### src/rtl/qws_pkg.sv
// Shared types and control-field positions for the ready generator.
// Assumes a 16-bit register write port and a 6-bit frequency field.
package qws_pkg;

    localparam int FREQ_W       = 6;
    localparam int CTL_EXT_BIT  = 8;
    localparam int CTL_LIO_BIT  = 9;
    localparam int CTL_LMEM_BIT = 10;

    localparam logic [1:0] SEL_CTRL = 2'd0;
    localparam logic [1:0] SEL_MEM  = 2'd1;
    localparam logic [1:0] SEL_IO   = 2'd2;

    typedef enum logic [1:0] {
        MODE_ZERO,
        MODE_CYCLES,
        MODE_LONG
    } wait_mode_e;

    typedef enum logic [1:0] {
        ST_IDLE,
        ST_CYC,
        ST_LONG,
        ST_DONE
    } tmr_state_e;

    typedef struct packed {
        logic              long_mem;
        logic              long_io;
        logic              io_extend;
        logic [FREQ_W-1:0] freq_mhz;
    } ctrl_t;

endpackage

### src/rtl/qws_cfg_regs.sv
// Configuration registers: control, memory waits, I/O waits.
// Assumes the write data width equals four wait fields. The I/O
// wait register is deliberately left without a reset value.
module qws_cfg_regs
    import qws_pkg::*;
#(
    parameter int REG_W = 16
) (
    input  logic             clk,
    input  logic             rst_n,
    input  logic             we,
    input  logic [1:0]       sel,
    input  logic [REG_W-1:0] wdata,
    output ctrl_t            ctrl,
    output logic [REG_W-1:0] mem_ws,
    output logic [REG_W-1:0] io_ws
);

    // Control and memory-wait registers with defined reset values.
    always_ff @(posedge clk) begin
        if (!rst_n) begin
            ctrl   <= '0;
            mem_ws <= '1;
        end else if (we) begin
            if (sel == SEL_CTRL) begin
                ctrl.freq_mhz  <= wdata[FREQ_W-1:0];
                ctrl.io_extend <= wdata[CTL_EXT_BIT];
                ctrl.long_io   <= wdata[CTL_LIO_BIT];
                ctrl.long_mem  <= wdata[CTL_LMEM_BIT];
            end
            if (sel == SEL_MEM) begin
                mem_ws <= wdata;
            end
        end
    end

    // I/O-wait register: loaded only by software, never reset.
    always_ff @(posedge clk) begin
        if (we && sel == SEL_IO) begin
            io_ws <= wdata;
        end
    end

    // memory waits change only on a write addressed to them
    p_mem_hold_r11: assert property (@(posedge clk) disable iff (!rst_n)
        !(we && sel == SEL_MEM) |=> $stable(mem_ws));

    // control changes only on a write addressed to it
    p_ctrl_hold_r11: assert property (@(posedge clk) disable iff (!rst_n)
        !(we && sel == SEL_CTRL) |=> $stable(ctrl));

endmodule

### src/rtl/qws_decode.sv
// Classifies an access: picks the quadrant field and decides whether
// it waits zero cycles, a cycle count, or milliseconds.
// Assumes the quadrant is the top address bits; the window mask marks
// the address bits that must be zero for the long-I/O windows.
module qws_decode
    import qws_pkg::*;
#(
    parameter int              ADDR_W   = 16,
    parameter int              FIELD_W  = 4,
    parameter int              NQUAD    = 4,
    parameter logic [ADDR_W-1:0] WIN_MASK = 16'h7F00
) (
    input  logic [ADDR_W-1:0]        addr,
    input  logic                     is_mem,
    input  logic                     io_extend,
    input  logic                     long_io,
    input  logic                     long_mem,
    input  logic [NQUAD*FIELD_W-1:0] mem_ws,
    input  logic [NQUAD*FIELD_W-1:0] io_ws,
    output wait_mode_e               mode,
    output logic [FIELD_W-1:0]       count
);

    localparam int QB = $clog2(NQUAD);

    logic [FIELD_W-1:0] mem_f [NQUAD];
    logic [FIELD_W-1:0] io_f  [NQUAD];
    logic [QB-1:0]      quad;
    logic               in_win;

    // Split each wait register into its per-quadrant fields.
    for (genvar q = 0; q < NQUAD; q++) begin : g_field
        assign mem_f[q] = mem_ws[q*FIELD_W +: FIELD_W];
        assign io_f[q]  = io_ws[q*FIELD_W +: FIELD_W];
    end

    assign quad   = addr[ADDR_W-1 -: QB];
    assign in_win = ((addr & WIN_MASK) == '0);

    // Choose the field and the wait mode for the current access.
    always_comb begin
        logic zero_path;
        logic use_long;
        zero_path = 1'b0;
        use_long  = 1'b0;
        if (is_mem) begin
            count    = mem_f[quad];
            use_long = long_mem && (quad == '0);
        end else begin
            count = io_f[quad];
            if (in_win) begin
                use_long = long_io;
            end else if (!io_extend) begin
                zero_path = 1'b1;
            end
        end
        if (zero_path || count == '0) begin
            mode = MODE_ZERO;
        end else if (use_long) begin
            mode = MODE_LONG;
        end else begin
            mode = MODE_CYCLES;
        end
    end

endmodule

### src/rtl/qws_timer.sv
// Wait-state sequencer: counts cycles or millisecond ticks after an
// access starts, then pulses ready for one cycle.
// Assumes start is a one-cycle pulse at the beginning of an access and
// any_strobe stays high for the whole access.
module qws_timer
    import qws_pkg::*;
#(
    parameter int FIELD_W = 4,
    parameter int KHZ     = 1000
) (
    input  logic               clk,
    input  logic               rst_n,
    input  logic               any_strobe,
    input  logic               start,
    input  wait_mode_e         mode,
    input  logic [FIELD_W-1:0] count,
    input  logic [FREQ_W-1:0]  freq_mhz,
    output logic               ready
);

    localparam int MAXF  = (1 << FREQ_W) - 1;
    localparam int PRE_W = $clog2(MAXF * KHZ + 1);

    tmr_state_e         state;
    logic [FIELD_W-1:0] cnt;
    logic [PRE_W-1:0]   pre;
    logic [PRE_W-1:0]   eff_f;
    logic [PRE_W-1:0]   pre_len;

    // Cycles per millisecond minus one; a zero frequency counts as 1 MHz.
    always_comb begin
        eff_f   = (freq_mhz == '0) ? PRE_W'(1) : PRE_W'(freq_mhz);
        pre_len = eff_f * PRE_W'(KHZ) - PRE_W'(1);
    end

    // Main sequencer: load counters on start, count down, pulse ready.
    always_ff @(posedge clk) begin
        if (!rst_n) begin
            state <= ST_IDLE;
            cnt   <= '0;
            pre   <= '0;
            ready <= 1'b0;
        end else begin
            ready <= 1'b0;
            case (state)
                ST_IDLE: begin
                    if (start) begin
                        case (mode)
                            MODE_CYCLES: begin
                                cnt   <= count - FIELD_W'(1);
                                state <= ST_CYC;
                            end
                            MODE_LONG: begin
                                cnt   <= count - FIELD_W'(1);
                                pre   <= pre_len;
                                state <= ST_LONG;
                            end
                            default: begin
                                ready <= 1'b1;
                                state <= ST_DONE;
                            end
                        endcase
                    end
                end
                ST_CYC: begin
                    if (!any_strobe) begin
                        state <= ST_IDLE;
                    end else if (cnt == '0) begin
                        ready <= 1'b1;
                        state <= ST_DONE;
                    end else begin
                        cnt <= cnt - FIELD_W'(1);
                    end
                end
                ST_LONG: begin
                    if (!any_strobe) begin
                        state <= ST_IDLE;
                    end else if (pre == '0) begin
                        if (cnt == '0) begin
                            ready <= 1'b1;
                            state <= ST_DONE;
                        end else begin
                            cnt <= cnt - FIELD_W'(1);
                            pre <= pre_len;
                        end
                    end else begin
                        pre <= pre - PRE_W'(1);
                    end
                end
                default: begin
                    if (!any_strobe) begin
                        state <= ST_IDLE;
                    end
                end
            endcase
        end
    end

    // ready never lasts two cycles
    p_single_pulse_r5: assert property (@(posedge clk) disable iff (!rst_n)
        ready |=> !ready);

    // ready only follows a cycle with an active strobe
    p_ready_in_access_r5: assert property (@(posedge clk) disable iff (!rst_n)
        ready |-> $past(any_strobe));

    // a zero-wait access answers on the next cycle
    p_zero_wait_r8: assert property (@(posedge clk) disable iff (!rst_n)
        (state == ST_IDLE && start && mode == MODE_ZERO) |=> ready);

    // a dropped access returns to idle without a pulse
    p_abort_r9: assert property (@(posedge clk) disable iff (!rst_n)
        ((state == ST_CYC || state == ST_LONG) && !any_strobe)
        |=> (!ready && state == ST_IDLE));

endmodule

### src/rtl/qws_ready_gen.sv
// Top of the quadrant wait-state ready generator. Detects the start of
// an access from the four strobes, classifies it and runs the timer.
// Assumes strobes are synchronous to clk and active high; memory
// strobes take priority when both kinds are active.
module qws_ready_gen
    import qws_pkg::*;
#(
    parameter int ADDR_W  = 16,
    parameter int FIELD_W = 4,
    parameter int NQUAD   = 4,
    parameter int KHZ     = 1000
) (
    input  logic                     clk,
    input  logic                     rst_n,
    input  logic                     cfg_we,
    input  logic [1:0]               cfg_sel,
    input  logic [NQUAD*FIELD_W-1:0] cfg_wdata,
    input  logic                     mem_rd,
    input  logic                     mem_wr,
    input  logic                     io_rd,
    input  logic                     io_wr,
    input  logic [ADDR_W-1:0]        addr,
    output logic                     ready
);

    localparam int REG_W = NQUAD * FIELD_W;

    ctrl_t              ctrl;
    logic [REG_W-1:0]   mem_ws;
    logic [REG_W-1:0]   io_ws;
    logic               any_strobe;
    logic               any_q;
    logic               start;
    logic               is_mem;
    wait_mode_e         mode;
    logic [FIELD_W-1:0] count;

    assign is_mem     = mem_rd | mem_wr;
    assign any_strobe = is_mem | io_rd | io_wr;
    assign start      = any_strobe & ~any_q;

    // Remember last cycle's strobe state for start detection.
    always_ff @(posedge clk) begin
        if (!rst_n) begin
            any_q <= 1'b0;
        end else begin
            any_q <= any_strobe;
        end
    end

    qws_cfg_regs #(
        .REG_W (REG_W)
    ) u_regs (
        .clk    (clk),
        .rst_n  (rst_n),
        .we     (cfg_we),
        .sel    (cfg_sel),
        .wdata  (cfg_wdata),
        .ctrl   (ctrl),
        .mem_ws (mem_ws),
        .io_ws  (io_ws)
    );

    qws_decode #(
        .ADDR_W  (ADDR_W),
        .FIELD_W (FIELD_W),
        .NQUAD   (NQUAD)
    ) u_dec (
        .addr      (addr),
        .is_mem    (is_mem),
        .io_extend (ctrl.io_extend),
        .long_io   (ctrl.long_io),
        .long_mem  (ctrl.long_mem),
        .mem_ws    (mem_ws),
        .io_ws     (io_ws),
        .mode      (mode),
        .count     (count)
    );

    qws_timer #(
        .FIELD_W (FIELD_W),
        .KHZ     (KHZ)
    ) u_tmr (
        .clk        (clk),
        .rst_n      (rst_n),
        .any_strobe (any_strobe),
        .start      (start),
        .mode       (mode),
        .count      (count),
        .freq_mhz   (ctrl.freq_mhz),
        .ready      (ready)
    );

    // ready stays low in the cycle after a reset
    p_reset_quiet_r1: assert property (@(posedge clk)
        !rst_n |=> !ready);

endmodule

### config.mk
export PLATFORM = sky130hd
export DESIGN_NAME = qws_ready_gen
export DESIGN_NICKNAME = d
export VERILOG_FILES = /design/src/rtl/qws_pkg.sv /design/src/rtl/qws_cfg_regs.sv /design/src/rtl/qws_decode.sv /design/src/rtl/qws_timer.sv /design/src/rtl/qws_ready_gen.sv
export SDC_FILE = /design/constraint.sdc
export NUM_CORES = 1
export LEC_CHECK = 0
export BUFFER_PORTS_ARGS = -buffer_cell sky130_fd_sc_hd__buf_2
export CAP_MARGIN = 25
export CORE_ASPECT_RATIO = 1.25
export CORE_MARGIN = 5
export CORE_UTILIZATION = 54
export DETAILED_ROUTE_END_ITERATION = 10
export PLACE_DENSITY = 0.77
export SLEW_MARGIN = 20
export SYNTH_ARGS = -nofsm -noshare
export SYNTH_HDL_FRONTEND = slang
export SYNTH_SLANG_ARGS = --single-unit
### constraint.sdc
create_clock -name clk -period 4.4 [get_ports clk]
set_clock_uncertainty 0.1 [all_clocks]
set_input_delay 0.66 -clock clk [delete_from_list [all_inputs] [get_ports clk]]
set_output_delay 0.66 -clock clk [all_outputs]
set_load 0.005 [all_outputs]
* Word level (Yosys, flattened, before mapping)
Index checks and enable logic that the tools add are counted.
** Word-level totals
- Register bits :: 65
- Input port bits :: 41
- Output and inout port bits :: 1
- Logic and storage cells :: 100
** Cells by class
- Add/subtract/negate cells :: 4
- $mul :: 1
- Magnitude comparators :: 1
- Eq/ne operators :: 15
- Multiplexer cells :: 43
- Bitwise gates (word level) :: 6
- Reductions and logical operators :: 19
** Operators by type and width (number)
- 16-bit 2-to-1 mux :: 5
- 4-bit 2-to-1 mux :: 11
- 16-bit logical NOT :: 2
- 16-bit case mux with 2 select lines :: 1
- 16-bit by 1-bit subtractor with 16-bit output (second input constant) :: 2
- 4-bit binary-select mux with 2-bit select :: 2
- 16-bit by 7-bit multiplier with 13-bit output (second input constant) :: 1
- 2-bit 2-to-1 mux :: 8
- 4-bit case mux with 3 select lines :: 1
- 1-bit 2-to-1 mux :: 11
- 2-bit inequality test (second input constant) :: 5
- 4-bit logical NOT :: 2
- 4-bit by 1-bit subtractor with 4-bit output (second input constant) :: 2
- 2-bit by 1-bit == test with 1-bit output (second input constant) :: 3
- 2-bit == test (second input constant) :: 3
- 2-bit logical NOT :: 3
- 6-bit logical NOT :: 1
- 6-bit 2-to-1 mux :: 1
- 2-bit case mux with 3 select lines :: 1
- 6-bit AND reduction :: 1
- 5-bit AND reduction :: 1
- 4-bit by 1-bit inequality test with 1-bit output (second input constant) :: 1
- 2-bit case mux with 2 select lines :: 1
- 2-bit AND reduction :: 2
- other kinds (15) :: 18

* Depth between registers and ports, before layout
- Depth after elaboration :: 13
- Mapped depth :: 20
- Mapped depth without buffers :: 20

* Hierarchy
A second synthesis with hierarchy kept.
** Second synthesis, totals
- Cells, all modules :: 503
- Area total of the unflattened synthesis :: 4638.2 µm²
** Modules (own cells, without submodules)
- qws_timer :: instances 1, cells each 341, area an instance 2686.3 µm², seq. area each 460.4 µm²
- qws_cfg_regs :: instances 1, cells each 132, area an instance 1566.5 µm², seq. area each 980.9 µm²
- qws_decode :: instances 1, cells each 24, area an instance 332.8 µm², seq. area each 0.0 µm²
- qws_ready_gen :: instances 1, cells each 6, area an instance 52.6 µm², seq. area each 20.0 µm²

* Worst setup path after synthesis
No wires, ideal clock.
- Kind :: register to register
- Start point :: register, netlist name u_regs.ctrl[4]
- End point :: register u_tmr.pre[12]
- Setup time :: 70 ps
- Arrival :: 4265 ps
- Path slack :: -35 ps
- Cell stages (with the launch flop) :: 19
- Buffers on the path :: 0
- Period minus slack after synthesis :: 4435 ps
- Path through :: dfxtp_1 -> inv_1 -> ha_1 -> nor3b_1 -> nor3b_1 -> nor2_1 -> ha_1 -> inv_1 -> fa_1 -> fa_1 -> inv_1 -> ha_1 -> nor2b_1 -> o22ai_1 -> xnor2_1 -> nor4bb_1 -> nand3_1 -> a31o_2 -> a21oi_1
** Between the ends
- Cells in the longest elaborated chain, start to end :: 8
- Elaborated cells between the ends (all ways) :: 10
- Those cells by class :: add/sub (1); mul (1); mux (7); reduce/logical (1)
** Ends and longest elaborated chain
- 6-bit logical NOT :: line qws_timer.sv:32 : eff_f = (freq_mhz == '0) ? PRE_W'(1) : PRE_W'(freq_mhz);
- 6-bit 2-to-1 mux * :: line qws_timer.sv:32
- 16-bit by 7-bit multiplier with 13-bit output * :: line qws_timer.sv:33 : pre_len = eff_f * PRE_W'(KHZ) - PRE_W'(1);
- 16-bit by 1-bit subtractor with 16-bit output * :: line qws_timer.sv:33
- 16-bit 2-to-1 mux :: line qws_timer.sv:79 : if (cnt == '0) begin
- 16-bit 2-to-1 mux :: line qws_timer.sv:78 : end else if (pre == '0) begin
- 16-bit 2-to-1 mux :: line qws_timer.sv:76 : if (!any_strobe) begin
- 16-bit case mux with 2 select lines * :: line qws_timer.sv:45 : case (state)
- end signal, assigned :: line qws_timer.sv:55 : pre <= pre_len;
- end signal, assigned :: line qws_timer.sv:84 : pre <= pre_len;
- end signal, assigned :: line qws_timer.sv:87 : pre <= pre - PRE_W'(1);
- end, declared :: line qws_timer.sv:26 : logic [PRE_W-1:0] pre;
Mark *: on every way between the ends. The rest lies on a longest branch, timed or not. The select of a mux whose other input is x is not followed.
A chain may end at the register's enable or synchronous reset.

* Worst setup path in the final report
- Start point :: register, netlist name u_regs.ctrl[5]
- End point :: register u_tmr.pre[13]
** Between the ends
- Cells in the longest elaborated chain, start to end :: 8
- Elaborated cells between the ends (all ways) :: 10
- Those cells by class :: add/sub (1); mul (1); mux (7); reduce/logical (1)
** Ends and longest elaborated chain (line)
- 6-bit logical NOT :: qws_timer.sv:32
- 6-bit 2-to-1 mux * :: qws_timer.sv:32
- 16-bit by 7-bit multiplier with 13-bit output * :: qws_timer.sv:33
- 16-bit by 1-bit subtractor with 16-bit output * :: qws_timer.sv:33
- 16-bit 2-to-1 mux :: qws_timer.sv:79
- 16-bit 2-to-1 mux :: qws_timer.sv:78
- 16-bit 2-to-1 mux :: qws_timer.sv:76
- 16-bit case mux with 2 select lines * :: qws_timer.sv:45
Marks and branches as above.

==> results.json <==
{
  "slowest_stage": "fa_1",
  "finalHoldViolCount": 0,
  "avgViaCountPerCell": 5.87,
  "synth_area_leaders": "dfxtp_1, edfxtp_1, ha_1",
  "area_growth_pct": 20.7,
  "clkSlewWorstSetupHoldPaths_ns": 0.08,
  "drtPass1Iterations": 5,
  "worstHoldStart": "u_regs.mem_ws[11]$_SDFFE_PN1P_",
  "path_buf_inv": 7,
  "grt_max_degree": 36,
  "dieArea_um2": 10100,
  "antenna_found_initial": 0,
  "hold_buffers": 0,
  "drive_gt1_frac": 0.274,
  "drc": 0,
  "synth_top_cell_area_share": 0.221,
  "synthFlopType": "dfxtp_1",
  "drtIter0Drc": 268,
  "final_nets": 641,
  "multi_input_area_um2": 2990,
  "grt_pass1_wl_mm": 17.2,
  "leakage_nw": 2.26,
  "grt_pass1_vias": 3809,
  "clk_path_buf_depth": 2,
  "netlist_instances": 505,
  "finalHoldWorstSlack_ns": 0.371,
  "status": "complete, no violations",
  "yosysWarnings": 0,
  "root_buffer": "clkbuf_8",
  "worstSkewPairLatency_ns": 0.34,
  "grt_overflow": 0,
  "dieHeight_um": 111,
  "crit_chain": "inv_2 > ha_4 > nor3b_4 > buf_6 > a21oi_4 > inv_2 > ha_4 > ha_4 > inv_2 > fa_1 > inv_1 > ha_2 > inv_1 > fa_2 > xor2_2 > and3_4 > o2111ai_4 > a211oi_4 > buf_4 > xnor2_2 > nor3_2 > nor3_1",
  "cp.arrival_ns": 4.45,
  "synth_edf_count": 16,
  "start_kind": "flop",
  "rsz0062_at_grt": "yes",
  "cts_inserted_buffers": 9,
  "final_max_slew_viol_count": 0,
  "crit_family": "adder cells",
  "die_width_um": 91.1,
  "r2r_slack_ns": 0.07,
  "htreeDepth": 3,
  "start_util": 0.545,
  "ir_drop_uv": 283,
  "routabilityCongestion": 0.881,
  "synth_fp_nets": 588,
  "async_reset_ff_frac": 0,
  "worstReg2RegStart": "u_regs.ctrl[5]$_SDFFE_PN0P_",
  "antenna_cells": 0,
  "num_io_pins": 42,
  "dp_hpwl_mm": 7.45,
  "core-area_um2": 8150,
  "grt_usage": 0.201,
  "drv_cap": 0,
  "placed_cell_area_um2": 4830,
  "syn_area_um2": 4440,
  "synth-seq-cells": 65,
  "synth_seq_area_share": 0.329,
  "critPathMaxStageDelay_ns": 0.46,
  "cp_max_fo": 2,
  "drtAntennaViolNets": 0,
  "max-slew-margin-rel": 0.496,
  "hp-class": "flop to flop",
  "cts_sinks": 65,
  "finalCriticalPeriod_ns": 4.33,
  "setup_viol": 0,
  "holdPathStages": 2,
  "syn_area_per_cell_um2": 8.79,
  "vias": 3874,
  "fillers": 631,
  "finalCritPeriodShare": 0.983,
  "worstPathRequired_ns": 4.52,
  "p_per_area_nw_per_um2": 401,
  "hold_path_end": "u_regs.mem_ws[11]$_SDFFE_PN1P_",
  "final_util": 0.658,
  "io_buffer_count": 33,
  "rows": 37,
  "cts_tree": "built",
  "p_total_mw": 2.15,
  "postRouteWirelength_mm": 10.5,
  "fmaxAchievable_ghz": 0.231,
  "design_area_um2": 5360,
  "regToRegEndpoint": "u_tmr.pre[13]$_SDFFE_PN0P_",
  "reg2reg_depth": 22,
  "synth_area_leader_cell": "dfxtp_1",
  "critPathCaptureType": "flop",
  "wl_per_cell_um": 15.9,
  "regArea_um2": 1460,
  "tightestPinTransition_ns": 0.756,
  "synth.distinct_cells": 60,
  "critPathKind": "flop to flop"
}
==> worst reg2reg max path, stage by stage (launching register included) <==
cell and delay [ns]:
dfxtp_2 0.34, inv_2 0.05, ha_4 0.15, nor3b_4 0.15
buf_6 0.12, a21oi_4 0.15, inv_2 0.07, ha_4 0.23
ha_4 0.25, inv_2 0.04, fa_1 0.46, inv_1 0.07
ha_2 0.18, inv_1 0.06, fa_2 0.44, xor2_2 0.20
and3_4 0.23, o2111ai_4 0.15, a211oi_4 0.27, buf_4 0.16
xnor2_2 0.07, nor3_2 0.20, nor3_1 0.07
==> metrics by stage <==
| stage | worst slack, ns | TNS (ns) | instances |
|---|---|---|---|
| final | 0.0744 | 0 | 660 |
| after floorplan | -0.00659 | -0.00659 | 505 |
| after global placement | -0.0976 | -0.322 | 640 |
| after detailed placement | -0.183 | -0.701 | 640 |
| after global routing | -0.124 | -0.217 | 660 |
| after CTS | 0.0175 | 0 | 656 |
==> routing by layer <==
layer | vias up | routed length (um) | GRT usage
met5 | - | 0 | 0
met3 | 18 | 364 | 0.0264
met1 | 1865 | 4240 | 0.239
met4 | 0 | 196 | 0.0636
li1 | 1898 | - | -
met2 | 93 | 5720 | 0.369
==> cells by family after synthesis <==
family,Yosys count,synth area share
AO/OA/AOI/OAI,101,0.150
multiplexers,29,0.0812
buffers and inverters,59,0.0583
AND/OR/NAND/NOR,189,0.209
adder cells (fa/ha/maj),42,0.134
flip-flops,65,0.329
XOR/XNOR,20,0.0394
==> how the worst max path moves through the flow <==
stage          slack [ns]                    endpoint  depth (start not counted)                         from
6_report             0.07  u_tmr.pre[13]$_SDFFE_PN0P_                         22  u_regs.ctrl[5]$_SDFFE_PN0P_
5_1_grt             -0.12  u_tmr.pre[13]$_SDFFE_PN0P_                         22  u_regs.ctrl[5]$_SDFFE_PN0P_
4_1_cts              0.02  u_tmr.pre[12]$_SDFFE_PN0P_                         18  u_regs.ctrl[5]$_SDFFE_PN0P_
3_5_place_dp        -0.18  u_tmr.pre[14]$_SDFFE_PN0P_                         18  u_regs.ctrl[5]$_SDFFE_PN0P_
3_3_place_gp         -0.1  u_tmr.pre[14]$_SDFFE_PN0P_                         18  u_regs.ctrl[5]$_SDFFE_PN0P_
2_1_floorplan      -0.007  u_tmr.pre[15]$_SDFFE_PN0P_                         18  u_regs.ctrl[4]$_SDFFE_PN0P_
==> sequential cells by signal, indices dropped and copies added, names as in the netlist <==
| signal | count |
|---|---|
| u_tmr.cnt | 4 |
| u_tmr.pre | 16 |
| u_tmr.state | 2 |
| u_regs.ctrl | 9 |
| u_regs.mem_ws | 16 |
| u_tmr.ready | 1 |
| any_q | 1 |
| u_regs.io_ws | 16 |
==> cell usage after synthesis (7+ instances only) <==
library cell,n
nand3_1,23
nor3_1,15
fa_1,9
xor2_1,8
a31oi_1,7
dfxtp_1,49
o21ai_0,21
inv_1,33
or3_1,8
xnor2_1,12
mux2i_1,9
nor4_1,7
mux2_2,14
edfxtp_1,16
clkbuf_1,17
ha_1,33
a21oi_1,32
nand2_1,51
nor2_1,45
==> timing repair <==
item / CTS / global route
cloned: 0 / 0
resized for setup: 10 / 45
pin swaps: 1 / 23
setup endpoints to repair: 5 / 6
buffers inserted: 0 / 3
==> cell type report <==
type	count	area share
Multi-Input combinational cell	381	0.558
Sequential cell	65	0.273
Timing Repair Buffer	66	0.0791
Clock buffer	10	0.0257
Inverter	35	0.0245
Tap cell	97	0.0226
Clock inverter	6	0.0168
==> layout by cell type, fill, tap and decap left out, types with 4 or more instances in the layout <==
master / Yosys / routed
nand3_1: 23 / 23
o21ai_0: 21 / 19
ha_4: 0 / 8
xor2_1: 8 / 6
xnor2_1: 12 / 10
nand4_1: 5 / 5
a21o_1: 6 / 6
ha_1: 33 / 23
mux2i_1: 9 / 9
clkbuf_8: 0 / 10
nand2_1: 51 / 51
a21oi_1: 32 / 31
nor3_1: 15 / 14
inv_2: 1 / 9
and2_1: 5 / 5
nor4_1: 7 / 7
inv_1: 33 / 25
or3_1: 8 / 8
mux2_2: 14 / 14
buf_4: 0 / 30
or2_2: 6 / 6
fa_1: 9 / 8
mux4_2: 4 / 4
edfxtp_1: 16 / 16
nor2_1: 45 / 41
nand3b_1: 4 / 4
dfxtp_1: 49 / 47
a31oi_1: 7 / 7
buf_2: 0 / 33
==> report_power, final <==
group          internal, mW  switching, mW  leakage, nW  total, mW
registers             0.669         0.0446        0.548      0.713
logic                 0.374          0.486         1.60      0.860
clock network         0.336          0.241        0.113      0.578
total                  1.38          0.772         2.26       2.15
No activity file was read; power rests on OpenSTA's default activity.
